<file path="src/rtl/ddr_sram_pkg.sv">
package ddr_sram_pkg;
  typedef enum logic [1:0] {
    CMD_NOP = 2'd0,
    CMD_RD  = 2'd1,
    CMD_WR  = 2'd2
  } cmd_e;
endpackage

</file>
<file path="src/rtl/ddr_cmd_dec.sv">
module ddr_cmd_dec
  import ddr_sram_pkg::*;
#(
  parameter int ADDR_W = 4
) (
  input  logic              clk_i,
  input  logic              rst_ni,
  input  logic              kphase_i,
  input  logic              ld_ni,
  input  logic              rw_i,
  input  logic [ADDR_W-1:0] addr_i,
  output logic              wr_arm_o,
  output logic              rd_arm_o,
  output logic [ADDR_W-1:0] cmd_base_o
);
  cmd_e cmd;

  always_comb begin
    if (ld_ni)     cmd = CMD_NOP;
    else if (rw_i) cmd = CMD_RD;
    else           cmd = CMD_WR;
  end

  always_ff @(posedge clk_i or negedge rst_ni) begin
    if (!rst_ni) begin
      wr_arm_o   <= 1'b0;
      rd_arm_o   <= 1'b0;
      cmd_base_o <= '0;
    end else if (kphase_i) begin
      wr_arm_o <= (cmd == CMD_WR);
      rd_arm_o <= (cmd == CMD_RD);
      if (cmd != CMD_NOP) cmd_base_o <= addr_i;
    end
  end

  a_r1_k_then_kn: assert property (@(posedge clk_i) disable iff (!rst_ni)
    kphase_i |=> !kphase_i);
  a_r1_kn_then_k: assert property (@(posedge clk_i) disable iff (!rst_ni)
    !kphase_i |=> kphase_i);
  a_r1_one_cmd: assert property (@(posedge clk_i) disable iff (!rst_ni)
    !(wr_arm_o && rd_arm_o));
endmodule

</file>
<file path="src/rtl/ddr_wr_pend.sv">
module ddr_wr_pend #(
  parameter int ADDR_W = 4,
  parameter int LANES  = 2,
  parameter int LANE_W = 9,
  localparam int DATA_W = LANES * LANE_W
) (
  input  logic              clk_i,
  input  logic              rst_ni,
  input  logic              kphase_i,
  input  logic              wr_arm_i,
  input  logic [ADDR_W-1:0] cmd_base_i,
  input  logic [DATA_W-1:0] d_i,
  input  logic [LANES-1:0]  bw_ni,
  output logic              pend_valid_o,
  output logic              commit_o,
  output logic [ADDR_W-1:0] pend_base_o,
  output logic [DATA_W-1:0] pend_d0_o,
  output logic [DATA_W-1:0] pend_d1_o,
  output logic [LANES-1:0]  pend_be0_o,
  output logic [LANES-1:0]  pend_be1_o
);
  logic b1_due_q;

  assign commit_o = pend_valid_o && kphase_i;

  always_ff @(posedge clk_i or negedge rst_ni) begin
    if (!rst_ni) begin
      pend_valid_o <= 1'b0;
      b1_due_q     <= 1'b0;
      pend_base_o  <= '0;
      pend_d0_o    <= '0;
      pend_d1_o    <= '0;
      pend_be0_o   <= '0;
      pend_be1_o   <= '0;
    end else if (kphase_i) begin
      if (pend_valid_o) pend_valid_o <= 1'b0;
      b1_due_q <= wr_arm_i;
      if (wr_arm_i) begin
        pend_base_o <= cmd_base_i;
        pend_d0_o   <= d_i;
        pend_be0_o  <= ~bw_ni;
      end
    end else if (b1_due_q) begin
      pend_d1_o    <= d_i;
      pend_be1_o   <= ~bw_ni;
      pend_valid_o <= 1'b1;
      b1_due_q     <= 1'b0;
    end
  end

  a_r7_commit_clears: assert property (@(posedge clk_i) disable iff (!rst_ni)
    (pend_valid_o && kphase_i) |=> !pend_valid_o);
  a_r3_full_on_kn: assert property (@(posedge clk_i) disable iff (!rst_ni)
    $rose(pend_valid_o) |-> !$past(kphase_i));
endmodule

</file>
<file path="src/rtl/ddr_sram_array.sv">
module ddr_sram_array #(
  parameter int ADDR_W = 4,
  parameter int LANES  = 2,
  parameter int LANE_W = 9,
  localparam int DATA_W = LANES * LANE_W,
  localparam int DEPTH  = 1 << ADDR_W
) (
  input  logic              clk_i,
  input  logic              rst_ni,
  input  logic              we_i,
  input  logic [ADDR_W-1:0] waddr0_i,
  input  logic [ADDR_W-1:0] waddr1_i,
  input  logic [DATA_W-1:0] wdata0_i,
  input  logic [DATA_W-1:0] wdata1_i,
  input  logic [LANES-1:0]  wbe0_i,
  input  logic [LANES-1:0]  wbe1_i,
  input  logic [ADDR_W-1:0] raddr_i,
  output logic [DATA_W-1:0] rdata_o
);
  for (genvar l = 0; l < LANES; l++) begin : g_lane
    logic [LANE_W-1:0] mem_q [DEPTH];

    always_ff @(posedge clk_i or negedge rst_ni) begin
      if (!rst_ni) begin
        for (int i = 0; i < DEPTH; i++) mem_q[i] <= '0;
      end else if (we_i) begin
        if (wbe0_i[l]) mem_q[waddr0_i] <= wdata0_i[l*LANE_W +: LANE_W];
        if (wbe1_i[l]) mem_q[waddr1_i] <= wdata1_i[l*LANE_W +: LANE_W];
      end
    end

    assign rdata_o[l*LANE_W +: LANE_W] = mem_q[raddr_i];
  end
endmodule

</file>
<file path="src/rtl/ddr_rd_out.sv">
module ddr_rd_out #(
  parameter int ADDR_W = 4,
  parameter int LANES  = 2,
  parameter int LANE_W = 9,
  localparam int DATA_W = LANES * LANE_W
) (
  input  logic              clk_i,
  input  logic              rst_ni,
  input  logic              kphase_i,
  input  logic              rd_arm_i,
  input  logic [ADDR_W-1:0] cmd_base_i,
  input  logic [DATA_W-1:0] arr_rdata_i,
  input  logic              pend_valid_i,
  input  logic [ADDR_W-1:0] pend_base_i,
  input  logic [DATA_W-1:0] pend_d0_i,
  input  logic [DATA_W-1:0] pend_d1_i,
  input  logic [LANES-1:0]  pend_be0_i,
  input  logic [LANES-1:0]  pend_be1_i,
  output logic [ADDR_W-1:0] rd_addr_o,
  output logic [DATA_W-1:0] q_o,
  output logic              q_oe_o
);
  logic [ADDR_W-1:0] out_base_q;
  logic              b1_due_q;
  logic [ADDR_W-1:0] pend_a1;
  logic              hit0, hit1;
  logic [DATA_W-1:0] merged;

  assign rd_addr_o = kphase_i ? cmd_base_i : {out_base_q[ADDR_W-1:1], ~out_base_q[0]};
  assign pend_a1   = {pend_base_i[ADDR_W-1:1], ~pend_base_i[0]};
  assign hit0      = pend_valid_i && (pend_base_i == rd_addr_o);
  assign hit1      = pend_valid_i && (pend_a1 == rd_addr_o);

  // lane-wise bypass of a burst not yet committed
  always_comb begin
    merged = arr_rdata_i;
    for (int l = 0; l < LANES; l++) begin
      if (hit0 && pend_be0_i[l]) merged[l*LANE_W +: LANE_W] = pend_d0_i[l*LANE_W +: LANE_W];
      if (hit1 && pend_be1_i[l]) merged[l*LANE_W +: LANE_W] = pend_d1_i[l*LANE_W +: LANE_W];
    end
  end

  always_ff @(posedge clk_i or negedge rst_ni) begin
    if (!rst_ni) begin
      q_o        <= '0;
      q_oe_o     <= 1'b0;
      b1_due_q   <= 1'b0;
      out_base_q <= '0;
    end else if (kphase_i) begin
      b1_due_q <= rd_arm_i;
      q_oe_o   <= rd_arm_i;
      q_o      <= rd_arm_i ? merged : '0;
      if (rd_arm_i) out_base_q <= cmd_base_i;
    end else if (b1_due_q) begin
      q_o      <= merged;
      b1_due_q <= 1'b0;
    end
  end

  a_r4_oe_after_read: assert property (@(posedge clk_i) disable iff (!rst_ni)
    (kphase_i && rd_arm_i) |=> q_oe_o);
  a_r6_oe_drops: assert property (@(posedge clk_i) disable iff (!rst_ni)
    (kphase_i && !rd_arm_i) |=> !q_oe_o);
  a_r6_idle_quiet: assert property (@(posedge clk_i) disable iff (!rst_ni)
    !q_oe_o |-> (q_o == '0));
  a_r4_oe_on_k_edge: assert property (@(posedge clk_i) disable iff (!rst_ni)
    !$stable(q_oe_o) |-> $past(kphase_i));
endmodule

</file>
<file path="src/rtl/ddr_cio_sram.sv">
module ddr_cio_sram #(
  parameter int ADDR_W = 4,
  parameter int LANES  = 2,
  parameter int LANE_W = 9,
  localparam int DATA_W = LANES * LANE_W
) (
  input  logic              clk_i,
  input  logic              rst_ni,
  input  logic              kphase_i,
  input  logic              ld_ni,
  input  logic              rw_i,
  input  logic [ADDR_W-1:0] addr_i,
  input  logic [LANES-1:0]  bw_ni,
  input  logic [DATA_W-1:0] d_i,
  output logic [DATA_W-1:0] q_o,
  output logic              q_oe_o
);
  logic              wr_arm, rd_arm;
  logic [ADDR_W-1:0] cmd_base;
  logic              pend_valid, commit;
  logic [ADDR_W-1:0] pend_base, rd_addr;
  logic [DATA_W-1:0] pend_d0, pend_d1, arr_rdata;
  logic [LANES-1:0]  pend_be0, pend_be1;

  ddr_cmd_dec #(.ADDR_W(ADDR_W)) u_dec (
    .clk_i, .rst_ni, .kphase_i, .ld_ni, .rw_i, .addr_i,
    .wr_arm_o(wr_arm), .rd_arm_o(rd_arm), .cmd_base_o(cmd_base)
  );

  ddr_wr_pend #(.ADDR_W(ADDR_W), .LANES(LANES), .LANE_W(LANE_W)) u_pend (
    .clk_i, .rst_ni, .kphase_i,
    .wr_arm_i(wr_arm), .cmd_base_i(cmd_base), .d_i, .bw_ni,
    .pend_valid_o(pend_valid), .commit_o(commit), .pend_base_o(pend_base),
    .pend_d0_o(pend_d0), .pend_d1_o(pend_d1),
    .pend_be0_o(pend_be0), .pend_be1_o(pend_be1)
  );

  ddr_sram_array #(.ADDR_W(ADDR_W), .LANES(LANES), .LANE_W(LANE_W)) u_arr (
    .clk_i, .rst_ni, .we_i(commit),
    .waddr0_i(pend_base), .waddr1_i({pend_base[ADDR_W-1:1], ~pend_base[0]}),
    .wdata0_i(pend_d0), .wdata1_i(pend_d1),
    .wbe0_i(pend_be0), .wbe1_i(pend_be1),
    .raddr_i(rd_addr), .rdata_o(arr_rdata)
  );

  ddr_rd_out #(.ADDR_W(ADDR_W), .LANES(LANES), .LANE_W(LANE_W)) u_out (
    .clk_i, .rst_ni, .kphase_i,
    .rd_arm_i(rd_arm), .cmd_base_i(cmd_base), .arr_rdata_i(arr_rdata),
    .pend_valid_i(pend_valid), .pend_base_i(pend_base),
    .pend_d0_i(pend_d0), .pend_d1_i(pend_d1),
    .pend_be0_i(pend_be0), .pend_be1_i(pend_be1),
    .rd_addr_o(rd_addr), .q_o, .q_oe_o
  );
endmodule

</file>
<file path="config.mk">
export PLATFORM = sky130hd
export DESIGN_NAME = ddr_cio_sram
export DESIGN_NICKNAME = d
export VERILOG_FILES = /design/src/rtl/ddr_sram_pkg.sv /design/src/rtl/ddr_cmd_dec.sv /design/src/rtl/ddr_wr_pend.sv /design/src/rtl/ddr_sram_array.sv /design/src/rtl/ddr_rd_out.sv /design/src/rtl/ddr_cio_sram.sv
export SDC_FILE = /design/constraint.sdc
export NUM_CORES = 1
export LEC_CHECK = 0
export CAP_MARGIN = 5
export CELL_PAD_IN_SITES_DETAIL_PLACEMENT = 0
export CELL_PAD_IN_SITES_GLOBAL_PLACEMENT = 1
export CORE_ASPECT_RATIO = 0.5
export CORE_MARGIN = 5
export CORE_UTILIZATION = 25
export CTS_CLUSTER_SIZE = 24
export DETAILED_ROUTE_END_ITERATION = 8
export DONT_BUFFER_PORTS = 1
export PLACE_DENSITY_LB_ADDON = 0.15
export SLEW_MARGIN = 20
export SYNTH_ARGS = -nofsm -noshare
export SYNTH_HDL_FRONTEND = slang
export SYNTH_HIERARCHICAL = 1
export SYNTH_SLANG_ARGS = --single-unit
</file>
<file path="constraint.sdc">
create_clock -name clk_i -period 3.2 [get_ports clk_i]
set_clock_uncertainty 0.15 [all_clocks]
set_input_delay 0.48 -clock clk_i [delete_from_list [all_inputs] [get_ports clk_i]]
set_output_delay 0.48 -clock clk_i [all_outputs]
set_load 0.02 [all_outputs]
</file>
* Word-level counts from Yosys, hierarchy flattened *
Cells that the tools add are included.
Widths: inputs -> output; s select.

storage, ports and cells
  register bits = 364
  output and inout bits = 19

operators by class
  bitwise gates (word level) = 7
  multiplexer cells = 34
  equality and inequality tests = 4
  reductions and logical operators = 16
  order comparisons = 5

operator list
  kind                number
  $mux 144            6
  $bwmux 144          4
  $mux 9              10
  $bmux 9 s4          2
  $demux 9 s4         2
  $mux 18             3
  $ge 5x5->1 const B  3
  $not 4->5           3
  $lt 5x1->1 const B  2
  $logic_and 1x1->1   9
  $eq 4x4->1          2
  $reduce_and 2->1    4
  $reduce_bool 2->1   3
  $mux 1              4
  $mux 2              2
  $mux 4              1
  $not 1->1           3
  $eq 2x1->1 const B  1
  $eq 2x2->1 const B  1
  $not 2->2           1

* Logic depth before layout (Yosys ltp) *
Gate-level depths: netlist (run 1).

  depth after elaboration = 10
  depth in mapped cells = 12
  gate-level depth less buffers = 9

* By module *
Netlist (run 1), hierarchy kept.

by module, submodules not included
  module          cells each  instances  area each (um^2)  seq. area each (um^2)
  ddr_sram_array  1652        1          18250.0           7206.9
  ddr_rd_out      222         1          2013.2            600.6
  ddr_wr_pend     104         1          1838.0            1151.1
  ddr_cmd_dec     16          1          240.2             150.1
  ddr_cio_sram    1           1          3.8               0.0

* Worst setup path after synthesis (run 1) *
OpenSTA, ideal clock, no wires.

  kind = input to register
  start = input port kphase_i
  end = register u_out.q_o[10]
  stages on the path = 12
  setup slack = 0.176 ns
  arrival = 2.746 ns
  setup time = 0.128 ns
  path through = buf_6 -> nor2_2 -> a21oi_4 -> inv_1 -> clkbuf_1 -> buf_2 -> mux4_2 -> a22oi_1 -> nand2_1 -> or2_2 -> a21oi_1 -> o41ai_2

on the way
  word-level cells in the longest chain between the ends = 9

RTL lines
  item                                          line                                source
  start: declaration                            ddr_cio_sram.sv:9                   input logic kphase_i,
  $mux 4 *                                      ddr_rd_out.sv:29                    assign rd_addr_o = kphase_i ? cmd_base_i : {out_base_q[ADDR_W-1:1], ~out_base_q[0]};
  net rd_addr[0]                                ddr_cio_sram.sv:21                  logic [ADDR_W-1:0] pend_base, rd_addr;
  $not 4->5 (implied by the code) *             ddr_sram_array.sv:32                assign rdata_o[l*LANE_W +: LANE_W] = mem_q[raddr_i];
  $bmux 9 s4 *                                  ddr_sram_array.sv:32
  $mux 9 (implied by the code) * (2 in series)  ddr_sram_array.sv:32
  net arr_rdata[10]                             ddr_cio_sram.sv:22                  logic [DATA_W-1:0] pend_d0, pend_d1, arr_rdata;
  $mux 9 *                                      ddr_rd_out.sv:38                    if (hit0 && pend_be0_i[l]) merged[l*LANE_W +: LANE_W] = pend_d0_i[l*LANE_W +: LANE_W];
  $mux 9 *                                      ddr_rd_out.sv:39                    if (hit1 && pend_be1_i[l]) merged[l*LANE_W +: LANE_W] = pend_d1_i[l*LANE_W +: LANE_W];
  $mux 18, on equally long branches             ddr_rd_out.sv:54, ddr_rd_out.sv:52
  $mux 18 *                                     ddr_rd_out.sv:49                    end else if (kphase_i) begin
  end signal: assignment                        ddr_rd_out.sv:52                    q_o <= rd_arm_i ? merged : '0;
  end signal: assignment                        ddr_rd_out.sv:55                    q_o <= merged;
  end: declaration                              ddr_rd_out.sv:20                    output logic [DATA_W-1:0] q_o,

The timed path passes the listed nets; every way through them passes the cells marked *. The select of a mux whose other input is x is not followed.
A chain may end at the register's enable or synchronous reset.

* Worst setup path after layout (run 1) *
  start = register u_out.out_base_q[0]
  end = register u_out.q_o[12]

on the way
  word-level cells in the longest chain between the ends = 10

RTL lines
  item                                          line                                source
  start: declaration                            ddr_rd_out.sv:23                    logic [ADDR_W-1:0] out_base_q;
  start signal: assignment                      ddr_rd_out.sv:53                    if (rd_arm_i) out_base_q <= cmd_base_i;
  $not 1->1 *                                   ddr_rd_out.sv:29
  $mux 4 *                                      ddr_rd_out.sv:29
  net rd_addr[0]                                ddr_cio_sram.sv:21
  $not 4->5 (implied by the code) *             ddr_sram_array.sv:32
  $bmux 9 s4 *                                  ddr_sram_array.sv:32
  $mux 9 (implied by the code) * (2 in series)  ddr_sram_array.sv:32
  net arr_rdata[12]                             ddr_cio_sram.sv:22
  $mux 9 *                                      ddr_rd_out.sv:38
  $mux 9 *                                      ddr_rd_out.sv:39
  $mux 18, on equally long branches             ddr_rd_out.sv:54, ddr_rd_out.sv:52
  $mux 18 *                                     ddr_rd_out.sv:49

Marks and branches as above.

==> results.json, run 1 <==
{
  "dieArea_sq_um": 95800,
  "path_cells": "nor2_2 > a21oi_4 > inv_4 > buf_12 > buf_4 > mux4_2 > a22oi_1 > nand2_1 > or2_2 > a21oi_1 > o31ai_2",
  "overflow": 0,
  "synth_seq_cells": 364,
  "p_total_mw": 22.2,
  "cts_tree": "done",
  "cp_max_fo": 29,
  "initial_core_util_pct": 25.2,
  "drtPass1Iterations": 5,
  "io_pins": 48,
  "slowest_stage": "mux4_2",
  "syn_inst": 1995,
  "finalNonFillerCells": 3209,
  "synthFlopType": "dfrtp_1",
  "fin_util_pct": 29.1,
  "h-tree-depth": 2,
  "cts_resized": 0,
  "final_cell_mix": "361 x dfrtp_1, 294 x mux2i_1, 288 x a2bb2oi_1",
  "period_share_pct": 90.9,
  "num_vias": 16841,
  "nNetsFinal": 2019,
  "synth-edff-count": 0,
  "wirelength_mm": 89.7,
  "rows": 77,
  "drtIter0Drc": 1387,
  "finalSetupViolations": 0,
  "postCtsSetupBuffers": 0,
  "yosysWarningCount": 6,
  "violations": "negative hold slack",
  "routedWlPerCell_um": 28.0,
  "place_congestion": 0.777,
  "areaGrowthSynthToFinish_pct": 15.4,
  "fill_cells": 9072,
  "cts_buffers": 43,
  "grt_use_total_pct": 18.5,
  "period_needed_ps": 2910,
  "drive_gt1_share_pct": 21.6,
  "die_w_um": 433,
  "final_common_cell": "dfrtp_1",
  "grt_pass1_wl_mm": 132,
  "fmax_mhz": 344,
  "worstSkewPairLatency_ps": 590,
  "synth_area_sq_um": 22300,
  "whs_ps": -540,
  "yosysSeqAreaShare_pct": 40.8,
  "syn_area_per_cell_sq_um": 11.2,
  "hold_path.class": "input pin to async pin",
  "synthArstFlopShare_pct": 100,
  "slew_viol_final": 0,
  "synth_fp_nets": 2024,
  "routed_via_density": 5.25,
  "ys_types": 63,
  "netlist.area_leader.share_pct": 40.8,
  "slowest_delay_ps": 550,
  "startpoint_type": "flop",
  "clock-sinks": 364,
  "cts-hold-fix-buffers": 30,
  "grt_pass1_vias": 17379,
  "portBuffers": 0,
  "dp_hpwl_mm": 57.1,
  "core-area_sq_um": 88500,
  "final-hold-violation-count": 364,
  "fp.dieH_um": 221,
  "clkTransAtPathRegs_ps": 70,
  "cts-root-buf": "clkbuf_16",
  "crit_family": "compound AO/OA/AOI/OAI gates",
  "worst_pin_slew_ps": 1120,
  "ys_top_cells_by_area": "dfrtp_1 41%, mux2i_1 13%, a2bb2oi_1 11%",
  "yosysTopAreaCell": "dfrtp_1",
  "place_inst": 3100,
  "antenna_left": 0,
  "required_ps": 3530,
  "max_slew_margin_pct": 25.6,
  "fin_setup_tns_ps": 0,
  "drc": 0,
  "p_per_area_nw_per_um2": 859,
  "path_buf_inv": 3,
  "drv_cap": 0,
  "end_kind": "flop",
  "p_leak_nw": 11.0,
  "vdd_ir_drop_max_v": 0.000368,
  "status": "complete, but fails checks",
  "grt_max_degree": 365,
  "grt_setup_unrepaired": "no",
  "antenna_found_initial": 1,
  "critical_path_class": "flop to flop",
  "worstPathArrival_ps": 3240,
  "cts_buffer_depth": 3
}
-- cells by family after synthesis --
group / share of synthesized area (%)
AOI/OAI and AO/OA: 16.9
xor gates and xnor gates: 0.274
buffers and inverters: 4.64
DFF: 40.8
muxes: 23.5
and+or+nand+nor: 13.9
-- cell type report --
cell class	count	area, sq um	share of cell area [%]
antenna	3	7.51	0.0291
tap	1185	1480	5.75
clock buffer	61	1270	4.91
clock inverter	15	259	1.00
inverter	17	68.8	0.267
timing repair buffer	156	1330	5.17
multi-input combinational	1408	12300	47.5
sequential	364	9110	35.3
-- flip-flops by register name, indices dropped and copies added (netlist names), 2 cells and up --
signal,cells
u_arr/g_lane.mem_q,288
u_dec/cmd_base_o,4
u_out/out_base_q,4
u_out/q_o,18
u_pend/pend_base_o,4
u_pend/pend_be0_o,2
u_pend/pend_be1_o,2
u_pend/pend_d0_o,18
u_pend/pend_d1_o,18
-- synthesized netlist by cell type (3+ instances only) --
master,number
and2_1,3
nand2b_1,6
nor4b_1,8
nand4_1,18
inv_1,15
o31ai_1,11
nor3_1,3
and4bb_2,10
nor4bb_1,11
o41ai_2,11
a2bb2oi_1,288
mux2i_1,295
and3_1,8
a21boi_4,10
a21boi_2,4
mux2_4,25
nand2_4,7
dfrtp_1,364
or2_2,18
o41ai_1,7
nor2_1,20
clkbuf_2,4
nor2b_1,39
buf_2,57
o21a_1,18
o31ai_2,6
nand3b_4,4
a22oi_1,36
nor2_4,18
clkbuf_1,108
nand3_1,85
buf_1,16
nand2_1,257
a21oi_1,36
buf_4,10
buf_6,10
and4b_1,12
or3_1,7
mux2_2,24
mux4_2,72
mux2i_2,3
-- metal layers --
layer	vias up	routed length [um]	global-route usage [%]
met4	0	2620	5.36
met2	426	39700	27.8
met1	8815	43700	27.4
met3	107	3720	2.63
li1	7493	-	-
met5	-	0	0
-- report_power, final --
| group | switching (mW) | total (mW) | leakage [nW] | internal [mW] |
|---|---|---|---|---|
| combinational | 4.34 | 8.20 | 5.48 | 3.86 |
| clock | 2.21 | 5.53 | 0.744 | 3.31 |
| sequential | 2.07 | 8.43 | 4.74 | 6.36 |
-- stage by stage --
step	hold slack, ps	instance area [sq um]	worst slack (ps)
floorplan	34.4	22300	176
global placement	57.9	23900	194
detailed placement	63.5	23900	195
CTS	-583	25800	270
global route	-572	25800	139
finish	-540	25800	291
-- final timing paths --
check,cells past startpoint,from,to,slack (ps)
hold reg to reg,1,u_pend/pend_d1_o[9]$_DFFE_PN0P_,u_pend/pend_d1_o[9]$_DFFE_PN0P_,360
hold / removal,0,rst_ni,u_arr/g_lane[1].mem_q[16]$_DFFE_PN0P_,-540
setup / recovery,11,u_out/out_base_q[0]$_DFFE_PN0P_,u_out/q_o[12]$_DFFE_PN0P_,290
setup reg to reg,11,u_out/out_base_q[0]$_DFFE_PN0P_,u_out/q_o[12]$_DFFE_PN0P_,290
max in group asynchronous,0,rst_ni,u_arr/g_lane[0].mem_q[124]$_DFFE_PN0P_,2660
min in group clk_i,2,kphase_i,u_out/b1_due_q$_DFF_PN0_,100
Note: power is estimated with default switching activity, not from simulation.
==> run 2: changes to the inputs <==
==> constraint.sdc (replaced) <==
create_clock -name clk_i -period 2.8 [get_ports clk_i]
set_clock_uncertainty 0.15 [all_clocks]
set_input_delay 0.42 -clock clk_i [delete_from_list [all_inputs] [get_ports clk_i]]
set_output_delay 0.42 -clock clk_i [all_outputs]
set_load 0.02 [all_outputs]
==> results.json, run 2 (synthesis results as in run 1) <==
{
  "worst_pin_slew_ps": 978,
  "final-seq-area_sq_um": 9110,
  "fp.dieH_um": 221,
  "portBuffers": 0,
  "place_congestion": 0.768,
  "period_share_pct": 97.6,
  "switching_share_pct": 38.7,
  "overflow": 0,
  "largest_reg_flops": 288,
  "clkTransAtPathRegs_ps": 60,
  "violations": "negative hold slack",
  "cts_buffers": 43,
  "grt_use_total_pct": 17.8,
  "diodes": 0,
  "io_pins": 48,
  "switchingPower_mw": 9.88,
  "rows": 77,
  "place_inst": 3153,
  "worstPathArrival_ps": 3040,
  "grt_pass1_vias": 17668,
  "fin_util_pct": 30.1,
  "reg2regPathDepth": 12,
  "initial_core_util_pct": 25.2,
  "areaGrowthSynthToFinish_pct": 19.2,
  "seq_power_share_pct": 36.0,
  "final_common_cell": "dfrtp_1",
  "vdd_ir_drop_max_v": 0.000396,
  "whs_ps": -571,
  "die_w_um": 433,
  "wirelength_mm": 87.3,
  "p_clk_share_pct": 23.0,
  "antenna_found_initial": 1,
  "grt_pass1_wl_mm": 130,
  "period_needed_ps": 2730,
  "regMostFlops": "u_arr/g_lane.mem_q",
  "slew_viol_final": 0,
  "p_per_area_nw_per_um2": 959,
  "drv_cap": 0,
  "dp_hpwl_mm": 56.3,
  "hold_path.class": "input pin to async pin",
  "end_kind": "flop",
  "worstSkewPairLatency_ps": 590,
  "final_cell_mix": "361 x dfrtp_1, 294 x mux2i_1, 288 x a2bb2oi_1",
  "cts_buffer_depth": 3,
  "fmax_mhz": 366,
  "nNetsFinal": 2086,
  "antenna_left": 0,
  "ff2ff_setup_slack_ps": 70,
  "setup_slack_ps": 67.6,
  "grt_max_degree": 365,
  "max_slew_margin_pct": 34.8,
  "h-tree-depth": 2,
  "grt_setup_unrepaired": "yes",
  "drive_gt1_share_pct": 25.6,
  "finalNonFillerCells": 3273,
  "final-hold-violation-count": 364,
  "p_leak_nw": 11.4,
  "clock-sinks": 364,
  "dieArea_sq_um": 95800,
  "startpoint_type": "flop",
  "r2r_start": "u_out/out_base_q[0]$_DFFE_PN0P_",
  "regToRegEndpoint": "u_out/q_o[17]$_DFFE_PN0P_",
  "finalSetupViolations": 0,
  "required_ps": 3110,
  "routed_via_density": 5.21,
  "drtIter0Drc": 1312,
  "startpoint": "u_out/out_base_q[0]$_DFFE_PN0P_",
  "cts-hold-fix-buffers": 33,
  "routedWlPerCell_um": 26.7,
  "num_vias": 17056,
  "cts-root-buf": "clkbuf_16",
  "critical_path_class": "flop to flop",
  "status": "complete, but fails checks",
  "drtPass1Iterations": 5,
  "multiInputGateArea_sq_um": 12400,
  "pre_cts_ws_ps": -102,
  "cp_max_fo": 7,
  "combPwrFrac_pct": 41.0,
  "drc": 0,
  "cellInternalPower_mw": 15.7,
  "cts_tree": "done",
  "core-area_sq_um": 88500,
  "fill_cells": 9008
}
==> run 2: cell types whose count changed in the layout (fill, tap and decap cells not counted), moves of 4 or more <==
cell       delta
buf_4        +41
a22oi_1      -23
a22oi_2      +23
buf_12       +18
a21oi_1       -9
a21oi_2       +9
nand2_1       -6
nand2_2       +6
clkinv_2      +5
bufinv_16     -4
clkbuf_1      +4
==> run 2: worst max-delay path, stage by stage, from the launching register on <==
cell	delay [ps]
dfrtp_1	390
nor2_2	130
a21oi_4	60
inv_4	120
buf_12	160
buf_12	130
mux4_2	570
a22oi_2	140
buf_4	160
nand2_2	60
or2_2	280
a21oi_1	160
o31ai_1	80
==> run 2: per-layer routing <==
layer  GRT usage [%]  wire length (um)
met5               0                13
met2            27.4             39000
met3            2.24              3390
met1            26.9             43300
met4            3.65              1630
==> run 2: cell type report <==
cell class,instances,area share [%]
multi-input combinational,1408,46.6
inverter,17,0.254
tap,1185,5.57
sequential,364,34.2
timing repair buffer,223,8.07
clock inverter,12,0.507
clock buffer,64,4.76
==> run 2: worst max-delay path by stage <==
stage / cells after the start / endpoint
after detailed placement: 11 / u_out/q_o[13]$_DFFE_PN0P_
after global placement: 11 / u_out/q_o[12]$_DFFE_PN0P_
after floorplan: 12 / u_out/q_o[10]$_DFFE_PN0P_
final: 12 / u_out/q_o[17]$_DFFE_PN0P_
after CTS: 12 / u_out/q_o[9]$_DFFE_PN0P_
after global routing: 12 / u_out/q_o[13]$_DFFE_PN0P_
==> run 2: power by group through the flow <==
| stage | clock, mW | sequential (mW) | combinational [mW] |
|---|---|---|---|
| floorplan | 0 | 8.33 | 6.83 |
| global placement | 0 | 9.35 | 10.0 |
| detailed placement | 0 | 9.24 | 10.1 |
| CTS | 6.09 | 9.20 | 10.3 |
| global route | 6.29 | 9.42 | 11.2 |
| finish | 5.88 | 9.19 | 10.5 |
==> run 2: repair_timing <==
item	CTS	global route
pin swaps	0	11
gates cloned	1	2
endpoints found under the setup margin	11	17
hold endpoints to repair	413	364
resized for setup	10	32
buffers inserted	4	4
==> run 2: metrics by stage <==
step / power (mW) / instance area, sq um / setup TNS, ps / hold slack, ps
floorplan: 15.2 / 22400 / 0 / -25.6
global placement: 19.4 / 24600 / -491 / 2.41
detailed placement: 19.4 / 24600 / -518 / 5.96
CTS: 25.6 / 26400 / -7.98 / -635
global route: 26.9 / 26600 / -115 / -612
finish: 25.5 / 26600 / 0 / -571
